### src/rtl/ptw_pkg.sv
package ptw_pkg;
  localparam logic [2:0] FLT_TNV = 3'd0;
  localparam logic [2:0] FLT_ACV = 3'd1;
  localparam logic [2:0] FLT_FOR = 3'd2;
  localparam logic [2:0] FLT_FOE = 3'd3;
  localparam logic [2:0] FLT_FOW = 3'd4;

  localparam int PTE_VALID_POS = 0;
  localparam int PTE_FOX_LO    = 1;
  localparam int PTE_RD_BASE   = 8;
  localparam int PTE_WR_BASE   = 12;

  localparam logic [1:0] PRIV_KERNEL = 2'd0;
  localparam logic [1:0] PRIV_PHYS   = 2'd3;

  typedef enum logic [1:0] {
    ST_IDLE, ST_READ, ST_WAIT, ST_DONE
  } walk_state_e;

  typedef struct packed {
    logic        fault;
    logic [2:0]  code;
    logic [2:0]  prot;
    logic [63:0] paddr;
  } xlat_res_t;
endpackage

### src/rtl/ptw_classify.sv
module ptw_classify
  import ptw_pkg::*;
#(
  parameter int VA_BITS   = 43,
  parameter int SP_SEL_LO = 41,
  parameter int SP_KEEP   = 40,
  parameter int SP_MOVE   = 43
) (
  input  logic [63:0] va,
  input  logic [1:0]  priv,
  output logic        shortcut,
  output xlat_res_t   res
);
  localparam int SIGN_W = 64 - VA_BITS;

  logic sign_ok, in_sp;
  assign sign_ok = (va[63:VA_BITS] == {SIGN_W{va[63]}});
  assign in_sp   = va[63] && (va[SP_SEL_LO+1:SP_SEL_LO] == 2'b10);

  always_comb begin
    shortcut  = 1'b1;
    res       = '0;
    if (priv == PRIV_PHYS) begin
      res.paddr = va;
      res.prot  = 3'b111;
    end else if (!sign_ok) begin
      res.fault = 1'b1;
      res.code  = FLT_ACV;
    end else if (in_sp) begin
      if (priv != PRIV_KERNEL) begin
        res.fault = 1'b1;
        res.code  = FLT_ACV;
      end else begin
        res.paddr[SP_KEEP-1:0] = va[SP_KEEP-1:0];
        res.paddr[SP_MOVE]     = va[SP_KEEP];
        res.prot               = 3'b111;
      end
    end else begin
      shortcut = 1'b0;
    end
  end
endmodule

### src/rtl/ptw_leaf.sv
module ptw_leaf
  import ptw_pkg::*;
#(
  parameter int PAGE_BITS = 13
) (
  input  logic [63:0] pte,
  input  logic [1:0]  priv,
  input  logic [2:0]  need,
  output xlat_res_t   res
);
  logic [5:0] rd_pos, wr_pos;
  logic       rd_ok, wr_ok;
  logic [2:0] granted, masked;
  logic [63:0] frame;

  assign rd_pos  = 6'(PTE_RD_BASE) + {4'b0, priv};
  assign wr_pos  = 6'(PTE_WR_BASE) + {4'b0, priv};
  assign rd_ok   = pte[rd_pos];
  assign wr_ok   = pte[wr_pos];
  assign granted = {rd_ok, wr_ok, rd_ok};
  assign masked  = granted & ~pte[PTE_FOX_LO+2:PTE_FOX_LO];
  assign frame   = 64'(pte[63:32]) << PAGE_BITS;

  always_comb begin
    res = '0;
    if (!pte[PTE_VALID_POS]) begin
      res.fault = 1'b1;
      res.code  = FLT_TNV;
    end else if ((granted & need) == 3'b000) begin
      res.fault = 1'b1;
      res.code  = FLT_ACV;
    end else if ((masked & need) == 3'b000) begin
      res.fault = 1'b1;
      res.code  = need[2] ? FLT_FOE : (need[1] ? FLT_FOW : FLT_FOR);
    end else begin
      res.prot  = masked;
      res.paddr = frame;
    end
  end
endmodule

### src/rtl/ptw_walker.sv
module ptw_walker
  import ptw_pkg::*;
#(
  parameter int PAGE_BITS = 13,
  parameter int IDX_BITS  = 10,
  parameter int LEVELS    = 3,
  parameter int VA_BITS   = 43
) (
  input  logic        clk,
  input  logic        rst_n,
  input  logic [63:0] ptbr,
  input  logic        req_valid,
  output logic        req_ready,
  input  logic [63:0] req_vaddr,
  input  logic [1:0]  req_acc,
  input  logic [1:0]  req_priv,
  output logic        busy,
  output logic        mem_req_valid,
  input  logic        mem_req_ready,
  output logic [63:0] mem_req_addr,
  input  logic        mem_rsp_valid,
  input  logic [63:0] mem_rsp_data,
  output logic        rsp_valid,
  input  logic        rsp_ready,
  output logic        rsp_fault,
  output logic [2:0]  rsp_code,
  output logic [63:0] rsp_paddr,
  output logic [2:0]  rsp_prot,
  output logic [63:0] rsp_trap_va,
  output logic [63:0] rsp_trap_acc
);
  localparam int LVL_W   = (LEVELS > 1) ? $clog2(LEVELS) : 1;
  localparam int ENT_SH  = 3;
  localparam int PAD_W   = 64 - IDX_BITS - ENT_SH;
  localparam logic [LVL_W-1:0] LAST_LVL = LVL_W'(LEVELS - 1);

  walk_state_e       state_q;
  logic [63:0]       va_q, base_q;
  logic [1:0]        acc_q, priv_q;
  logic [LVL_W-1:0]  lvl_q;
  xlat_res_t         res_q;

  logic              cls_short;
  xlat_res_t         cls_res, leaf_res;
  logic [2:0]        need;
  logic [IDX_BITS-1:0] lvl_idx [LEVELS];
  logic [IDX_BITS-1:0] cur_idx;
  logic [63:0]       next_base;

  ptw_classify #(.VA_BITS(VA_BITS)) u_cls (
    .va(req_vaddr), .priv(req_priv), .shortcut(cls_short), .res(cls_res)
  );

  ptw_leaf #(.PAGE_BITS(PAGE_BITS)) u_leaf (
    .pte(mem_rsp_data), .priv(priv_q), .need(need), .res(leaf_res)
  );

  for (genvar g = 0; g < LEVELS; g++) begin : g_idx
    assign lvl_idx[g] = va_q[PAGE_BITS + IDX_BITS*(LEVELS-1-g) +: IDX_BITS];
  end

  always_comb begin
    cur_idx = '0;
    for (int i = 0; i < LEVELS; i++)
      if (lvl_q == LVL_W'(i)) cur_idx = lvl_idx[i];
  end

  assign need      = (acc_q == 2'd0) ? 3'b001 : ((acc_q == 2'd1) ? 3'b010 : 3'b100);
  assign next_base = 64'(mem_rsp_data[63:32]) << PAGE_BITS;

  assign req_ready     = (state_q == ST_IDLE);
  assign busy          = (state_q != ST_IDLE);
  assign mem_req_valid = (state_q == ST_READ);
  assign mem_req_addr  = base_q + {{PAD_W{1'b0}}, cur_idx, {ENT_SH{1'b0}}};
  assign rsp_valid     = (state_q == ST_DONE);
  assign rsp_fault     = res_q.fault;
  assign rsp_code      = res_q.code;
  assign rsp_paddr     = res_q.paddr;
  assign rsp_prot      = res_q.prot;
  assign rsp_trap_va   = va_q;
  assign rsp_trap_acc  = (acc_q == 2'd0) ? 64'd0 : ((acc_q == 2'd1) ? 64'd1 : '1);

  always_ff @(posedge clk) begin
    if (!rst_n) begin
      state_q <= ST_IDLE;
      va_q    <= '0;
      base_q  <= '0;
      acc_q   <= '0;
      priv_q  <= '0;
      lvl_q   <= '0;
      res_q   <= '0;
    end else begin
      case (state_q)
        ST_IDLE: if (req_valid) begin
          va_q   <= req_vaddr;
          acc_q  <= req_acc;
          priv_q <= req_priv;
          base_q <= ptbr;
          lvl_q  <= '0;
          res_q  <= cls_res;
          state_q <= cls_short ? ST_DONE : ST_READ;
        end
        ST_READ: if (mem_req_ready) state_q <= ST_WAIT;
        ST_WAIT: if (mem_rsp_valid) begin
          if (lvl_q == LAST_LVL) begin
            res_q   <= leaf_res;
            state_q <= ST_DONE;
          end else if (!mem_rsp_data[PTE_VALID_POS]) begin
            res_q   <= '{fault: 1'b1, code: FLT_TNV, prot: 3'b0, paddr: 64'd0};
            state_q <= ST_DONE;
          end else if (!mem_rsp_data[PTE_RD_BASE]) begin
            res_q   <= '{fault: 1'b1, code: FLT_ACV, prot: 3'b0, paddr: 64'd0};
            state_q <= ST_DONE;
          end else begin
            base_q  <= next_base;
            lvl_q   <= lvl_q + 1'b1;
            state_q <= ST_READ;
          end
        end
        ST_DONE: if (rsp_ready) state_q <= ST_IDLE;
        default: state_q <= ST_IDLE;
      endcase
    end
  end

  AST_SHORTCUT_NO_READ: assert property (@(posedge clk) disable iff (!rst_n)
    (req_valid && req_ready && cls_short) |=> (rsp_valid && !mem_req_valid));

  AST_LEVEL_IN_RANGE: assert property (@(posedge clk) disable iff (!rst_n)
    busy |-> (lvl_q <= LAST_LVL));

  AST_FAULT_NO_RIGHTS: assert property (@(posedge clk) disable iff (!rst_n)
    (rsp_valid && rsp_fault) |-> (rsp_prot == 3'b000 && rsp_paddr == 64'd0));

  AST_BUSY_AFTER_ACCEPT: assert property (@(posedge clk) disable iff (!rst_n)
    $rose(busy) |-> $past(req_valid));

  AST_RSP_HOLD: assert property (@(posedge clk) disable iff (!rst_n)
    (rsp_valid && !rsp_ready) |=> (rsp_valid && $stable(rsp_paddr) && $stable(rsp_code)
                                   && $stable(rsp_fault) && $stable(rsp_prot)));

  AST_MEMREQ_HOLD: assert property (@(posedge clk) disable iff (!rst_n)
    (mem_req_valid && !mem_req_ready) |=> (mem_req_valid && $stable(mem_req_addr)));

  AST_ONE_READ: assert property (@(posedge clk) disable iff (!rst_n)
    (mem_req_valid && mem_req_ready) |=> !mem_req_valid);
endmodule

### config.mk
export PLATFORM = sky130hd
export DESIGN_NAME = ptw_walker
export DESIGN_NICKNAME = d
export VERILOG_FILES = /design/src/rtl/ptw_pkg.sv /design/src/rtl/ptw_classify.sv /design/src/rtl/ptw_leaf.sv /design/src/rtl/ptw_walker.sv
export SDC_FILE = /design/constraint.sdc
export NUM_CORES = 1
export LEC_CHECK = 0
export BUFFER_PORTS_ARGS = -buffer_cell sky130_fd_sc_hd__buf_2
export CAP_MARGIN = 20
export CORE_AREA = 2 2 182 184
export DETAILED_ROUTE_END_ITERATION = 8
export DIE_AREA = 0 0 184 186
export PLACE_DENSITY_LB_ADDON = 0.25
export SYNTH_ARGS = -nofsm -noshare
export SYNTH_HDL_FRONTEND = slang
export SYNTH_SLANG_ARGS = --single-unit
### constraint.sdc
create_clock -name clk -period 3.5 [get_ports clk]
set_clock_uncertainty 0.15 [all_clocks]
set_input_delay 0 -clock clk [delete_from_list [all_inputs] [get_ports clk]]
set_output_delay 0 -clock clk [all_outputs]
set_load 0.1 [all_outputs]
Word-level counts from Yosys, hierarchy flattened --
Cells that the tools add are included.
Word-level totals: flip-flop bits (word level) 207, bits of input ports 202, output and inout port bits 267, logic and storage cells 116
Operators by class: add/sub/neg operators 4, magnitude comparators 2, equal/unequal tests 17, muxes and demuxes 66, bitwise gates (word level) 4, reductions and logical operators 13
Operators with widths (number):
- 64-bit two-way mux | 7
- 71-bit two-way mux | 5
- 67-bit two-way mux | 3
- 40-bit two-way mux | 4
- 71-bit one-hot mux with 2 select lines | 1
- 64-bit one-hot mux with 2 select lines | 1
- 64-bit by 13-bit adder with 64-bit output | 1
- 10-bit two-way mux | 3
- 2-bit two-way mux | 13
- 3-bit two-way mux | 8
- 4-bit two-way mux | 6
- 20-bit == test | 1
- 20-bit two-way mux | 1
- 6-bit by 7-bit less-than comparator with 1-bit output (second input constant) | 2
- 1-bit binary-select mux with 6-bit select | 2
- 4-bit by 2-bit adder with 5-bit output (first input constant) | 2
- 2-bit == test (second input constant) | 5
- 2-bit inequality test (second input constant) | 5
- 3-bit bitwise AND | 3
- 1-bit two-way mux | 9
- 2-bit one-hot mux with 4 select lines | 1
- 4-bit AND reduction | 2
- 7-bit two-way mux | 1
- 2-bit by 1-bit == test with 1-bit output (second input constant) | 3
- 11 further kinds | 17

Depth between registers and ports, before layout --
word-level depth 12, mapped depth 16

Cells and area by module --
A second synthesis with hierarchy kept.
Unflattened totals: cells, all modules 1717, area total of the unflattened synthesis 13127.6 um^2
By module, submodules not included:
- ptw_walker | instances 1, cells each 1416, area each 11053.1 um^2, seq. area each 4144.0 um^2
- ptw_classify | instances 1, cells each 205, area each 1392.6 um^2, seq. area each 0.0 um^2
- ptw_leaf | instances 1, cells each 96, area each 681.9 um^2, seq. area each 0.0 um^2

Worst setup path before layout --
Ideal clock, no wire load.
path kind register to output, from register va_q[33], in the netlist rsp_trap_va[33], to output port mem_req_addr[63], arrival time 4622 ps, path slack -1272 ps, stages on the path, launching flop included 14, path buffers 0, cells stage by stage dfxtp_1 nand2_1 nor2_1 a21oi_1 o21ai_0 ha_1 inv_1 fa_1 nor2b_1 o211ai_1 a21o_1 a2111oi_4 nand4_1 xnor2_1
Between the ends: longest elaborated chain between the ends 4
Ends and longest elaborated chain:
- start, declared | line ptw_walker.sv:38 | logic [63:0] va_q, base_q;
- start signal, assigned | line ptw_walker.sv:95 | va_q <= req_vaddr;
- 10-bit two-way mux (3 in series) | line ptw_walker.sv:65 | if (lvl_q == LVL_W'(i)) cur_idx = lvl_idx[i];
- 64-bit by 13-bit adder with 64-bit output | line ptw_walker.sv:74 | assign mem_req_addr = base_q + {{PAD_W{1'b0}}, cur_idx, {ENT_SH{1'b0}}};
- end, declared | line ptw_walker.sv:20 | output logic [63:0] mem_req_addr,
Every way passes these cells.

Final worst setup path --
from register lvl_q[0], to output port mem_req_addr[63]
Between the ends: longest elaborated chain between the ends 5, elaborated cells on any way between the ends 7
Ends and longest elaborated chain:
- start, declared | line ptw_walker.sv:40 | logic [LVL_W-1:0] lvl_q;
- start signal, assigned | line ptw_walker.sv:116 | lvl_q <= lvl_q + 1'b1;
- 2-bit zero test | line ptw_walker.sv:65
- 10-bit two-way mux (2 in series) | line ptw_walker.sv:65
- 10-bit two-way mux (*) | line ptw_walker.sv:65
- 64-bit by 13-bit adder with 64-bit output (*) | line ptw_walker.sv:74
Every way passes the cells marked *; elsewhere a longest branch is shown, timed or not.

==> results.md <==
Critical path
* lvl_q[0]$_SDFFE_PN0P_ — startpoint of the lowest-slack register-to-register path
* 4 — crit path buf inv count
* buf_12 — most frequent cell on the critical path
* 0.38 ns — delay of the slowest critical-path stage
* primary output — Critical Path End Type
* rsp_prot[2]$_SDFFE_PN0P_ — destination of the worst register-to-register timing path
* compound AO/OA/AOI/OAI gates — crit-path leading delay family
* inv_4 > ha_4 > nand2_2 > nor2_1 > a21oi_1 > o21ai_1 > ha_2 > inv_2 > fa_2 > nor2b_4 > o211ai_1 > a21o_1 > a2111oi_4 > buf_12 > nand4_1 > xnor2_4 > buf_12 — Critical Path, Cell by Cell
* 0.11 ns — Register-to-Register Setup Slack
* 5 — crit-path max FO
* 11 — worst reg2reg path depth
* a2111oi_4 — cell type of the slowest stage on the worst timing path
* flip-flop — element type at the critical path start
* reg2out — class of the most critical setup path
* 3.73 ns — endpoint arrival time on the critical path
* 3.35 ns — required time at the endpoint of the critical path

Floorplan
* 469 — I/O pins
* 34200 um^2 — Die Area
* 0.334 — initial core utilization
* 32200 um^2 — core region area
* 66 — std cell rows
* 184 um — width of the die
* 186 um — Die Height

Clock tree
* 3 — Max clock buf depth
* clkbuf_16 — library cell used as clock root buffer
* 1 — H-tree depth
* 207 — clk sinks
* 0.06 ns — clock slew at the register clock pins of the worst setup and hold paths
* yes — CTS tree
* 25 — number of buffers created by CTS
* 0.53 ns — clock latency on the worst-skew pair

Yosys
* 207 — number of flip-flops and latches in the synthesized netlist
* 0.196 — share of the synthesized area in compound gates (AO/OA/AOI/OAI)
* 0 — share of async-settable or async-resettable flops after synthesis
* simple AND/OR/NAND/NOR gates — main combinational cell family by area after synthesis
* 0 — warnings from Yosys
* dfxtp_1 — most frequently used flop master after synthesis
* 0.00896 — mux contribution to synthesized area
* 7.83 um^2 — Avg Synthesized Cell Area
* 0.0170 — adder and majority gate portion of the synthesized area
* 0 — count of flip-flops with a built-in enable after synthesis
* 0.258 — basic-gate share of the synthesized area counting and, or, nand and nor cells
* 53 — unique cell type count in the Yosys netlist
* 1590 — synthesized net count
* 10800 um^2 — synthesized cell area
* 0.0489 — xor and xnor area share after synthesis
* 1374 — cell count after synthesis
* 0.385 — post-synthesis sequential area ratio

Global routing
* 222 — maximum number of pins on one net before global-route repair
* 12200 — vias in the first global route
* 0.261 — GRT Overall Usage
* 0 — final global-route overflow total
* 69.3 mm — global-route wire length before repair
* 2 — initial antenna violation count

Timing
* -0.383 ns — setup ws final
* 46 — # setup viols final
* yes — setup repair after global routing missed its margin
* 0 — max-slew violation count
* 0.904 ns — pin slew with the least headroom to its limit
* 258 MHz — top achievable clock speed
* 0 — Hold Fails Final Rpt
* 3.88 ns — minimum clock period
* 0.397 — worst max-slew margin expressed relative to the limit
* -8.76 ns — total negative slack
* 1.11 — share of the clock period used by the worst path after layout

Cells and area
* 0.372 — share of cells above drive strength 1
* 7180 um^2 — footprint of the multi-input gates
* 4180 um^2 — storage element area
* 2164 — count of nets after finishing
* 72.2% — Area Overhead vs Synth
* 2780 — Filler Cell Count

Place
* 448 — count of buffers from port buffering
* 31.5 mm — estimated wirelength of the detail-placed design
* 0.904 — global placer's final weighted congestion

Power and ir drop
* 0.343 mV — Worst VDD drop
* 534 nW/um^2 — cell area power density
* 8.44 nW — leakage component of the power
* 9.88 mW — post-route total power

Drt
* 46.8 mm — total routed wirelength
* 0 — ANT nets after route
* 12400 — number of vias after detailed routing
* 802 — number of DRC violations after detailed-routing iteration 0
* 0 — post-detailed-route DRC marker count
* 19.7 um — per-cell routed wire length
* 5.21 — vias per inst
* 6 — detailed-router iteration count before antenna repair

Min path
* rsp_code[1]$_SDFFE_PN0P_ — hold worst-path end
* 5 — number of stages on the worst hold path
* in2reg — Worst Hold Class
* mem_rsp_data[9] — origin of the worst min-delay path

Flow run
* 0 — number of max-cap violations

Outcome
* complete, but fails checks — status
* setup timing — failing checks

[stage by stage]
stage	std cells	cell area, um^2	hold slack, ns	utilization	setup slack, ns
floorplan	1374	11800	-0.0161	-	-0.238
global placement	2098	14800	0.0845	0.461	-0.00132
detailed placement	2098	14800	0.0942	0.461	-0.0565
CTS	2363	18300	0.00308	0.568	-0.355
global route	2375	18500	0.0809	0.575	-0.529
finish	2375	18500	0.0307	0.575	-0.383
[power by group]
part	switching, mW	internal [mW]	total [mW]
clock network	1.06	1.65	2.70
registers	0.281	2.58	2.87
logic	3.16	1.15	4.31
[synthesized netlist by cell type, types with 13 or more instances]
master      n  area, um^2
a21boi_0  121         908
a21oi_1    28         140
a221oi_1   32         280
buf_4      66         495
clkbuf_1   95         357
dfxtp_1   207        4140
ha_1       13         163
nand2_1   322        1210
nand3_1   128         641
nand4_1    24         150
nor2_1     67         251
nor3_1     13        65.1
o211a_1    32         320
o21ai_0    51         255
xnor2_1    27         236
xor2_1     33         289
[metal layers]
| metal | vias to the layer above | global-route usage | routed length [um] |
|---|---|---|---|
| met5 | - | 0 | 11 |
| met4 | 2 | 0.125 | 2360 |
| met3 | 139 | 0.0573 | 3650 |
| met2 | 605 | 0.439 | 22000 |
| met1 | 5803 | 0.318 | 18800 |
| li1 | 5829 | - | - |
[flip-flops by register name (all words and copies together) (netlist names)]
name	count
acc_q	2
base_q	64
lvl_q	2
priv_q	2
rsp_code	3
rsp_fault	1
rsp_paddr	64
rsp_prot	3
rsp_trap_va	64
state_q	2
[how the worst max path moves through the flow]
stage,start,endpoint,slack [ns],depth (start not counted)
finish,lvl_q[0]$_SDFFE_PN0P_,mem_req_addr[63],-0.38,17
global route,lvl_q[0]$_SDFFE_PN0P_,mem_req_addr[63],-0.53,17
CTS,lvl_q[0]$_SDFFE_PN0P_,mem_req_addr[63],-0.35,17
detailed placement,lvl_q[0]$_SDFFE_PN0P_,mem_req_addr[63],-0.06,16
global placement,lvl_q[0]$_SDFFE_PN0P_,mem_req_addr[35],-0.001,17
floorplan,lvl_q[0]$_SDFFE_PN0P_,mem_req_addr[63],-0.24,16
[cells in the final DEF, fill, tap and decap left out, types with 8 or more instances in the layout]
| cell type | n |
|---|---|
| nor2_1 | 47 |
| a21oi_1 | 21 |
| buf_4 | 50 |
| clkbuf_8 | 9 |
| dfxtp_2 | 18 |
| nor3_1 | 8 |
| clkbuf_16 | 25 |
| buf_6 | 11 |
| nand2_1 | 312 |
| o21ai_1 | 9 |
| o21ai_0 | 38 |
| xor2_4 | 27 |
| o211a_1 | 32 |
| a221oi_1 | 32 |
| nand4_1 | 24 |
| nor2_4 | 17 |
| xnor2_4 | 15 |
| nand3_1 | 124 |
| inv_1 | 8 |
| buf_12 | 67 |
| dlygate4sd3_1 | 192 |
| and3_1 | 9 |
| a21boi_0 | 121 |
| ha_1 | 8 |
| xnor2_2 | 8 |
| dfxtp_1 | 186 |
| buf_2 | 393 |
[kinds of logic after synthesis]
| kind of cell | after synthesis |
|---|---|
| buffers and inverters | 178 |
| DFF | 207 |
| muxes | 7 |
| xor gates and xnor gates | 60 |
| and+or+nand+nor | 620 |
| adders and majority gates | 14 |
| AOI/OAI and AO/OA | 288 |
[repair_timing]
action | CTS | global route
setup endpoints to repair | 54 | 58
pin swaps | 45 | 34
cloned | 1 | 0
hold buffers | 192 | 0
buffers inserted | 27 | 13
endpoints found under the hold margin | 205 | 0
resized for setup | 104 | 31
[worst reg2reg max path, delay by kind of cell, from the launching register on]
family,cells,cell delay [ns]
simple gates,6,1.72
buf+inv,4,0.92
flops,1,0.36
fa+ha+maj,1,0.18
[area by class of cell]
type                       instances  share of cell area
antenna                            1            0.000135
clock buffer                      38              0.0413
clock inverter                     7             0.00513
inverter                          11             0.00250
multi-input combinational        989               0.388
sequential                       207               0.226
tap                              408              0.0276
timing repair buffer             714               0.310
Note: power is estimated with default switching activity, not from simulation.
